--- src/rtl/pc_pkg.sv ---
package pc_pkg;
  localparam int unsigned DEF_CNT_W    = 32;
  localparam int unsigned DEF_SYNC_LEN = 2;
  localparam int unsigned DEF_FILT_LEN = 4;

  // Asynchronous lines grouped so that one synchronizer and one filter serve all three
  typedef struct packed {
    logic pulse;
    logic gate;
    logic dir;
  } pc_lines_t;

  localparam int unsigned LINES_W = $bits(pc_lines_t);
endpackage

--- src/rtl/pc_sync.sv ---
module pc_sync #(
  parameter int unsigned WIDTH  = 3,
  parameter int unsigned STAGES = 2
) (
  input  logic             clk,
  input  logic             rst_n,
  input  logic [WIDTH-1:0] d,
  output logic [WIDTH-1:0] q
);
  logic [WIDTH-1:0] stage_q [STAGES];

  always_ff @(posedge clk or negedge rst_n) begin
    if (!rst_n) begin
      for (int i = 0; i < int'(STAGES); i++) stage_q[i] <= '0;
    end else begin
      stage_q[0] <= d;
      for (int i = 1; i < int'(STAGES); i++) stage_q[i] <= stage_q[i-1];
    end
  end

  assign q = stage_q[STAGES-1];
endmodule

--- src/rtl/pc_filt.sv ---
module pc_filt #(
  parameter int unsigned WIDTH = 3,
  parameter int unsigned DEPTH = 4
) (
  input  logic             clk,
  input  logic             rst_n,
  input  logic [WIDTH-1:0] d,
  output logic [WIDTH-1:0] q
);
  genvar g;
  generate
    for (g = 0; g < int'(WIDTH); g++) begin : g_bit
      logic [DEPTH-1:0] hist_q, hist_d;
      logic             out_q, out_d;

      always_comb begin
        hist_d = {hist_q[DEPTH-2:0], d[g]};
        out_d  = out_q;
        if (&hist_q)       out_d = 1'b1;
        else if (~|hist_q) out_d = 1'b0;
      end

      always_ff @(posedge clk or negedge rst_n) begin
        if (!rst_n) begin
          hist_q <= '0;
          out_q  <= 1'b0;
        end else begin
          hist_q <= hist_d;
          out_q  <= out_d;
        end
      end

      assign q[g] = out_q;
    end
  endgenerate
endmodule

--- src/rtl/pc_core.sv ---
module pc_core #(
  parameter int unsigned CNT_W = 32
) (
  input  logic             clk,
  input  logic             rst_n,
  input  logic             pulse_f,
  input  logic             gate_f,
  input  logic             dir_f,
  input  logic             gate_halt_high,
  input  logic             load_level_mode,
  input  logic             load_req,
  input  logic             inhibit,
  input  logic [CNT_W-1:0] preset,
  input  logic [CNT_W-1:0] cmp_a,
  input  logic             cmp_a_en,
  input  logic [CNT_W-1:0] cmp_b,
  input  logic             cmp_b_en,
  output logic [CNT_W-1:0] count
);
  logic [CNT_W-1:0] count_q, count_d;
  logic             pulse_prev_q, load_prev_q;
  logic             pulse_rise, load_fire, run_en, cmp_hit;
  logic [CNT_W-1:0] inc_val, dec_val;

  always_comb begin
    pulse_rise = pulse_f & ~pulse_prev_q;
    load_fire  = load_level_mode ? load_req : (load_req & ~load_prev_q);
    run_en     = ~inhibit & (gate_f != gate_halt_high);
    inc_val    = count_q + {{(CNT_W-1){1'b0}}, 1'b1};
    dec_val    = count_q - {{(CNT_W-1){1'b0}}, 1'b1};
    cmp_hit    = (cmp_a_en && inc_val == cmp_a) || (cmp_b_en && inc_val == cmp_b);
    count_d    = count_q;
    if (load_fire) begin
      count_d = preset;
    end else if (pulse_rise && run_en) begin
      if (dir_f) count_d = dec_val;
      else       count_d = cmp_hit ? '0 : inc_val;
    end
  end

  always_ff @(posedge clk or negedge rst_n) begin
    if (!rst_n) begin
      count_q      <= '0;
      pulse_prev_q <= 1'b0;
      load_prev_q  <= 1'b0;
    end else begin
      count_q      <= count_d;
      pulse_prev_q <= pulse_f;
      load_prev_q  <= load_req;
    end
  end

  assign count = count_q;
endmodule

--- src/rtl/pulse_counter_ch.sv ---
module pulse_counter_ch
  import pc_pkg::*;
#(
  parameter int unsigned CNT_W    = DEF_CNT_W,
  parameter int unsigned SYNC_LEN = DEF_SYNC_LEN,
  parameter int unsigned FILT_LEN = DEF_FILT_LEN
) (
  input  logic             clk,
  input  logic             rst_n,
  input  logic             pulse_in,
  input  logic             gate_in,
  input  logic             dir_in,
  input  logic             gate_halt_high,
  input  logic             load_level_mode,
  input  logic             load_req,
  input  logic             inhibit,
  input  logic [CNT_W-1:0] preset,
  input  logic [CNT_W-1:0] cmp_a,
  input  logic             cmp_a_en,
  input  logic [CNT_W-1:0] cmp_b,
  input  logic             cmp_b_en,
  output logic [CNT_W-1:0] count,
  output logic             counting_up
);
  pc_lines_t raw_l, sync_l, filt_l;

  assign raw_l = '{pulse: pulse_in, gate: gate_in, dir: dir_in};

  pc_sync #(.WIDTH(LINES_W), .STAGES(SYNC_LEN)) u_sync (
    .clk(clk), .rst_n(rst_n), .d(raw_l), .q(sync_l)
  );

  pc_filt #(.WIDTH(LINES_W), .DEPTH(FILT_LEN)) u_filt (
    .clk(clk), .rst_n(rst_n), .d(sync_l), .q(filt_l)
  );

  pc_core #(.CNT_W(CNT_W)) u_core (
    .clk(clk), .rst_n(rst_n),
    .pulse_f(filt_l.pulse), .gate_f(filt_l.gate), .dir_f(filt_l.dir),
    .gate_halt_high(gate_halt_high), .load_level_mode(load_level_mode),
    .load_req(load_req), .inhibit(inhibit), .preset(preset),
    .cmp_a(cmp_a), .cmp_a_en(cmp_a_en), .cmp_b(cmp_b), .cmp_b_en(cmp_b_en),
    .count(count)
  );

  assign counting_up = ~filt_l.dir;
endmodule

--- config.mk ---
export PLATFORM = sky130hd
export DESIGN_NAME = pulse_counter_ch
export DESIGN_NICKNAME = d
export VERILOG_FILES = /design/src/rtl/pc_pkg.sv /design/src/rtl/pc_sync.sv /design/src/rtl/pc_filt.sv /design/src/rtl/pc_core.sv /design/src/rtl/pulse_counter_ch.sv
export SDC_FILE = /design/constraint.sdc
export NUM_CORES = 1
export LEC_CHECK = 0
export ABC_AREA = 1
export ABC_CLOCK_PERIOD_IN_PS = 2700
export BUFFER_PORTS_ARGS = -buffer_cell sky130_fd_sc_hd__buf_4
export CORE_MARGIN = 1
export CORE_UTILIZATION = 55
export CTS_CLUSTER_DIAMETER = 80
export DETAILED_ROUTE_END_ITERATION = 7
export PLACE_DENSITY = 0.85
export REMOVE_ABC_BUFFERS = 1
export SLEW_MARGIN = 20
export SYNTH_ARGS = -nofsm -noshare
export SYNTH_HDL_FRONTEND = slang
export SYNTH_SLANG_ARGS = --single-unit
export TNS_END_PERCENT = 50
--- constraint.sdc ---
create_clock -name clk -period 2.7 [get_ports clk]
set_input_delay 0.405 -clock clk [delete_from_list [all_inputs] [get_ports clk]]
set_output_delay 0.405 -clock clk [all_outputs]
set_load 0.02 [all_outputs]
# After elaboration in Yosys (flattened, before gate mapping)
# Index checks and enable logic that the tools add are counted.
# Widths: inputs -> output; s select.
[classes] n_reduce_logical=11 n_bitwise=7 eq_ne=6 addsub=2 muxes=11
[ops] cell="$mux 32" count=4
[ops] cell="$eq 32x32->1" count=2
[ops] cell="$add 32x1->32 const B" count=1
[ops] cell="$sub 32x1->32 const B" count=1
[ops] cell="$reduce_and 4->1" count=3
[ops] cell="$reduce_or 4->1" count=3
[ops] cell="$mux 1" count=7
[ops] cell="$ne 2x1->1 const B" count=3
[ops] cell="$not 1->1" count=4
[ops] cell="$and 1x1->1" count=3
[ops] cell="$logic_and 1x1->1" count=3
[ops] cell="$reduce_bool 2->1" count=1
[ops] cell="$logic_or 1x1->1" count=1
[ops] cell="$ne 1x1->1" count=1
[totals] inputBits=107 output_inout_bits=33 register_bits=55 word_cells=48

# Logic depth before layout (Yosys ltp)
[depth] word_depth=8 depth_mapped=21 depth_no_buf=21

# Modules after synthesis
# A second synthesis with hierarchy kept.
[hier_totals] hier_cells=1122 area_unflattened_um2=6058.3
[by_module_without_submodules] mod="pc_core" seq_area_each_um2=850.8 n_inst=1 cells_each=1076 area_per_inst_um2=5408.9
[by_module_without_submodules] mod="pc_filt" seq_area_each_um2=375.4 n_inst=1 cells_each=36 area_per_inst_um2=473.0
[by_module_without_submodules] mod="pc_sync" seq_area_each_um2=150.1 n_inst=1 cells_each=9 area_per_inst_um2=172.7
[by_module_without_submodules] mod="pulse_counter_ch" seq_area_each_um2=0.0 n_inst=1 cells_each=1 area_per_inst_um2=3.8

# Worst setup path after synthesis
# OpenSTA, ideal clock, no wires.
[synth_path] kind="register to register" start="register u_core.count_q[0], in the netlist u_core.count[0]" end="register u_core.count_q[31], in the netlist u_core.count[31]" t_arrival_ps=2409 path_stages_with_launch=20 n_path_buf=1 t_required_ps=2580 setup_time_ps=120 slack_ps=171 synth_period_minus_slack_ps=2529 path_cell_list="dfrtp_1 > ha_1 > nand2_2 > nor2_4 > nand2_2 > nor2_4 > nand2_1 > nand2_1 > nand2_1 > nand2_1 > nand2_1 > nor2_1 > nand2_1 > nor2_1 > nand3_1 > nand2_4 > buf_6 > nor2_1 > o21ai_1 > nand2_1"
[synth_between] elab_chain_cells=8 word_cells_on_any_way=11 classes_between="add/sub: 2; eq/ne: 2; mux: 4; reduce/logical: 3"
[synth_lines] item="from (decl)" line_no="pc_core.sv:20" source="logic [CNT_W-1:0] count_q, count_d;"
[synth_lines] item="from (signal assigned)" line_no="pc_core.sv:47" source="count_q <= count_d;"
[synth_lines] item="$add 32x1->32" line_no="pc_core.sv:29" source="inc_val = count_q + {{(CNT_W-1){1'b0}}, 1'b1};"
[synth_lines] item="$eq 32x32->1" line_no="pc_core.sv:31" source="cmp_hit = (cmp_a_en && inc_val == cmp_a) || (cmp_b_en && inc_val == cmp_b);"
[synth_lines] item="$logic_and 1x1->1" line_no="pc_core.sv:31"
[synth_lines] item="$logic_or 1x1->1" line_no="pc_core.sv:31"
[synth_lines] item="$mux 32" line_no="pc_core.sv:37" source="else count_d = cmp_hit ? '0 : inc_val;"
[synth_lines] item="$mux 32 *" line_no="pc_core.sv:36" source="if (dir_f) count_d = dec_val;"
[synth_lines] item="$mux 32 *" line_no="pc_core.sv:35" source="end else if (pulse_rise && run_en) begin"
[synth_lines] item="$mux 32 *" line_no="pc_core.sv:33" source="if (load_fire) begin"
# Every way passes the cells marked *; elsewhere a longest branch is shown, timed or not. The select of a mux whose other input is x is not followed.
# A chain may end at the register's enable or synchronous reset.

# Worst setup path in the final report
[layout_path] start="register u_core.count_q[1], in the netlist u_core.count[1]" end="register u_core.count_q[4], in the netlist u_core.count[4]"
# Same word-level chain as after synthesis.

==> results.sh <==
export IMPL_multi_input_area_um2=4425
export IMPL_reg2reg_slack_ns=0.004
export IMPL_start_kind="register"
export IMPL_antenna_left=0
export IMPL_initial_core_util_pct=56.82
export IMPL_ios=140
export IMPL_synth_most_common_cell="nand2_1"
export IMPL_ff_latch_area_um2=1384
export IMPL_final_cells=1475
export IMPL_netlist_instances=1140
export IMPL_end_kind="register"
export IMPL_area_growth_pct=33.13
export IMPL_cts_buffers=5
export IMPL_synth_area_um2=6213
export IMPL_overflow=0
export IMPL_via_per_inst=5.656
export IMPL_cp_arrival_ns=2.90
export IMPL_post_route_period_util_pct=99.85
export IMPL_avgSynthCellArea_um2=5.450
export IMPL_drive_above_1_share_pct=23.97
export IMPL_grt_first_pass_wirelength_um=37220
export IMPL_vias=8343
export IMPL_dp_cells=1459
export IMPL_slew_viol_final=0
export IMPL_worst_pin_slew_ns=0.7431
export IMPL_fmax_mhz=370.9
export IMPL_worst_endpoint_required_ns=2.90
export IMPL_synth_cell_types=38
export IMPL_cts_sinks=55
export IMPL_synth_area_leaders="nand2_1, dfrtp_1, nor2_1"
export IMPL_r2r_start="u_core.count[1]"
export IMPL_fill_cells=943
export IMPL_period_minus_slack_ns=2.696
export IMPL_ctsHoldBuffers=0
export IMPL_rsz0062_at_grt="yes"
export IMPL_totalWireLength_um=24750
export IMPL_cts_tree="yes"
export IMPL_synth_seq_cells=55
export IMPL_rows=38
export IMPL_violations="design-rule violations"
export IMPL_die_h_um=108.3
export IMPL_hold_viol=0
export IMPL_gp_congestion=1.052
export IMPL_antenna_found_initial=0
export IMPL_reg2reg_to="u_core.count[4]"
export IMPL_drc=1
export IMPL_wl_per_cell_um=16.78
export IMPL_fin_ws_ns=0.003956
export IMPL_antenna_cells=0
export IMPL_coreArea_um2=10940
export IMPL_synth_edff_count=0
export IMPL_fin_setup_tns_ns=0
export IMPL_insertion_delay_ns=0.30
export IMPL_finClkSkew_ns=0.007556
export IMPL_nNetsFinal=1443
export IMPL_maxCapViolCount=0
export IMPL_ys_warnings_count=0
export IMPL_die_x_um=108.3
export IMPL_die_area_um2=11730
export IMPL_cts_htree_levels=2
export IMPL_crit_type="register to register"
export IMPL_power_w=0.004980
export IMPL_ys_async_sr_fraction_pct=100.0
export IMPL_cellLeakagePower_nw=4.344
export IMPL_synth_sequential_area_ratio_pct=22.15
export IMPL_path_max_fanout=5
export IMPL_reg2reg_depth=20
export IMPL_path_clk_slew_ns=0.08
export IMPL_drt_iter0_drc=1071
export IMPL_synth_area_leader_cell="nand2_1"
export IMPL_dr_pass1_iters=8
export IMPL_outcome="finished, violations left"
export IMPL_p_per_area_nw_per_um2=602.1
export IMPL_place_ws_ns=0.02754
export IMPL_io_buffer_count=139
export IMPL_finalSetupViolCount=0
export IMPL_cts_root_buffer="clkbuf_16"
export IMPL_max_slew_margin_pct=50.46
export IMPL_min_path_type="primary input to async pin"
export IMPL_grt_max_degree=56
export IMPL_dp_hpwl_um=19530
export IMPL_grt_usage_pct=42.16
export IMPL_synth_commonest_cells="nand2_1, nor2_1, nand3_1, inv_1, dfrtp_1"
export IMPL_irDropWorstVdd_mv=0.5669
export IMPL_grt_pass1_vias=7350
export IMPL_cts_buffer_depth=2
export IMPL_synth_top_area_share_pct=25.80
export IMPL_synthFlopType="dfrtp_1"
==> critical path, stage by stage (launching register included) <==
cell	delay (ns)
dfrtp_1	0.43
ha_2	0.22
nand2_2	0.07
nor2_4	0.19
nand2_4	0.10
nor2_2	0.15
buf_4	0.15
nand3_2	0.12
nand3_2	0.12
nand2_1	0.05
nor2_1	0.13
nand2_1	0.07
nor2_1	0.11
nand3_2	0.12
nand2_4	0.14
buf_4	0.14
nand2_1	0.05
nand2_1	0.05
nand2_1	0.05
nand2_1	0.08
nand2_1	0.04
==> layer usage <==
layer  vias to the layer above  GRT usage (%)  routed length, µm
li1                       3999              -                  -
met1                      3680          59.63              10340
met2                       587          61.65              10070
met3                        77          11.57               3447
met4                         0          14.29                893
met5                         -              0                  0
==> worst max path at each step <==
stage,startpoint,to,slack [ns],cells past startpoint
floorplan,u_core.count[0],u_core.count[4],0.09,20
global placement,u_core.count[10],u_core.count[31],0.09,18
detailed placement,u_core.count[2],u_core.count[4],0.03,20
CTS,u_core.count[2],u_core.count[4],0.01,20
global route,u_core.count[0],u_core.count[25],-0.17,19
finish,u_core.count[1],u_core.count[4],0.004,20
==> flip-flops by register name, summed over array words and instances, names as in the netlist <==
register,count
u_core.count,32
u_filt.g_bit.hist_q,12
u_filt.g_bit.out_q,3
u_sync.q,3
u_sync.stage_q,3
u_core.load_prev_q,1
u_core.pulse_prev_q,1
==> power by group <==
group,internal (W),total (W),switching [W],leakage [nW]
combinational,0.00117,0.00308,0.00191,3.61
clock,0.000359,0.000713,0.000354,0.0772
sequential,0.000979,0.00119,0.000210,0.654
total,0.00250,0.00498,0.00248,4.34
==> stage by stage <==
stage,utilization (%),cell area (µm²),hold slack (ns)
after CTS,73.36,8023,0.1787
after detailed placement,71.91,7864,0.3386
final,75.64,8272,0.1712
after floorplan,-,6037,0.1094
after global routing,75.64,8272,0.1993
after global placement,71.91,7864,0.3322
==> area by class of cell <==
class | instances | area share [%]
clock buffer | 5 | 1.513
clock inverter | 3 | 0.4084
inverter | 111 | 5.037
multi-input combinational | 938 | 53.50
sequential | 55 | 16.73
tap | 140 | 2.118
timing repair buffer | 223 | 20.69
==> timing repair <==
item,in CTS,in global routing
endpoints found under the setup margin,0,32
gates resized for setup,0,59
buffers inserted,0,8
==> cells in the final DEF, fill, tap and decap left out, types with 3 or more instances in the layout <==
cell type and n:
nor2_2 24, nand3_2 14, nand3b_1 29, nand2_2 21, nor4_1 4, a21oi_1 35
dfrtp_2 6, buf_12 3, inv_1 105, buf_4 220, nor3_1 8, nand4_1 16
inv_2 5, o21bai_1 8, o21ai_0 35, nor2_1 175, xor2_1 7, nand2_4 3
o21ai_1 20, clkbuf_16 5, nor2_4 7, nand2_1 414, dfrtp_1 49, nand3_1 99
==> kinds of logic after synthesis <==
logic type,count (synthesis),synth area share (%)
AOI/OAI and AO/OA,104,8.981
xor gates and xnor gates,10,1.853
adders and majority gates,2,0.4027
buffers and inverters,147,9.545
DFF,55,22.15
and+or+nand+nor,822,57.07
(Power assumes the default switching activity.)
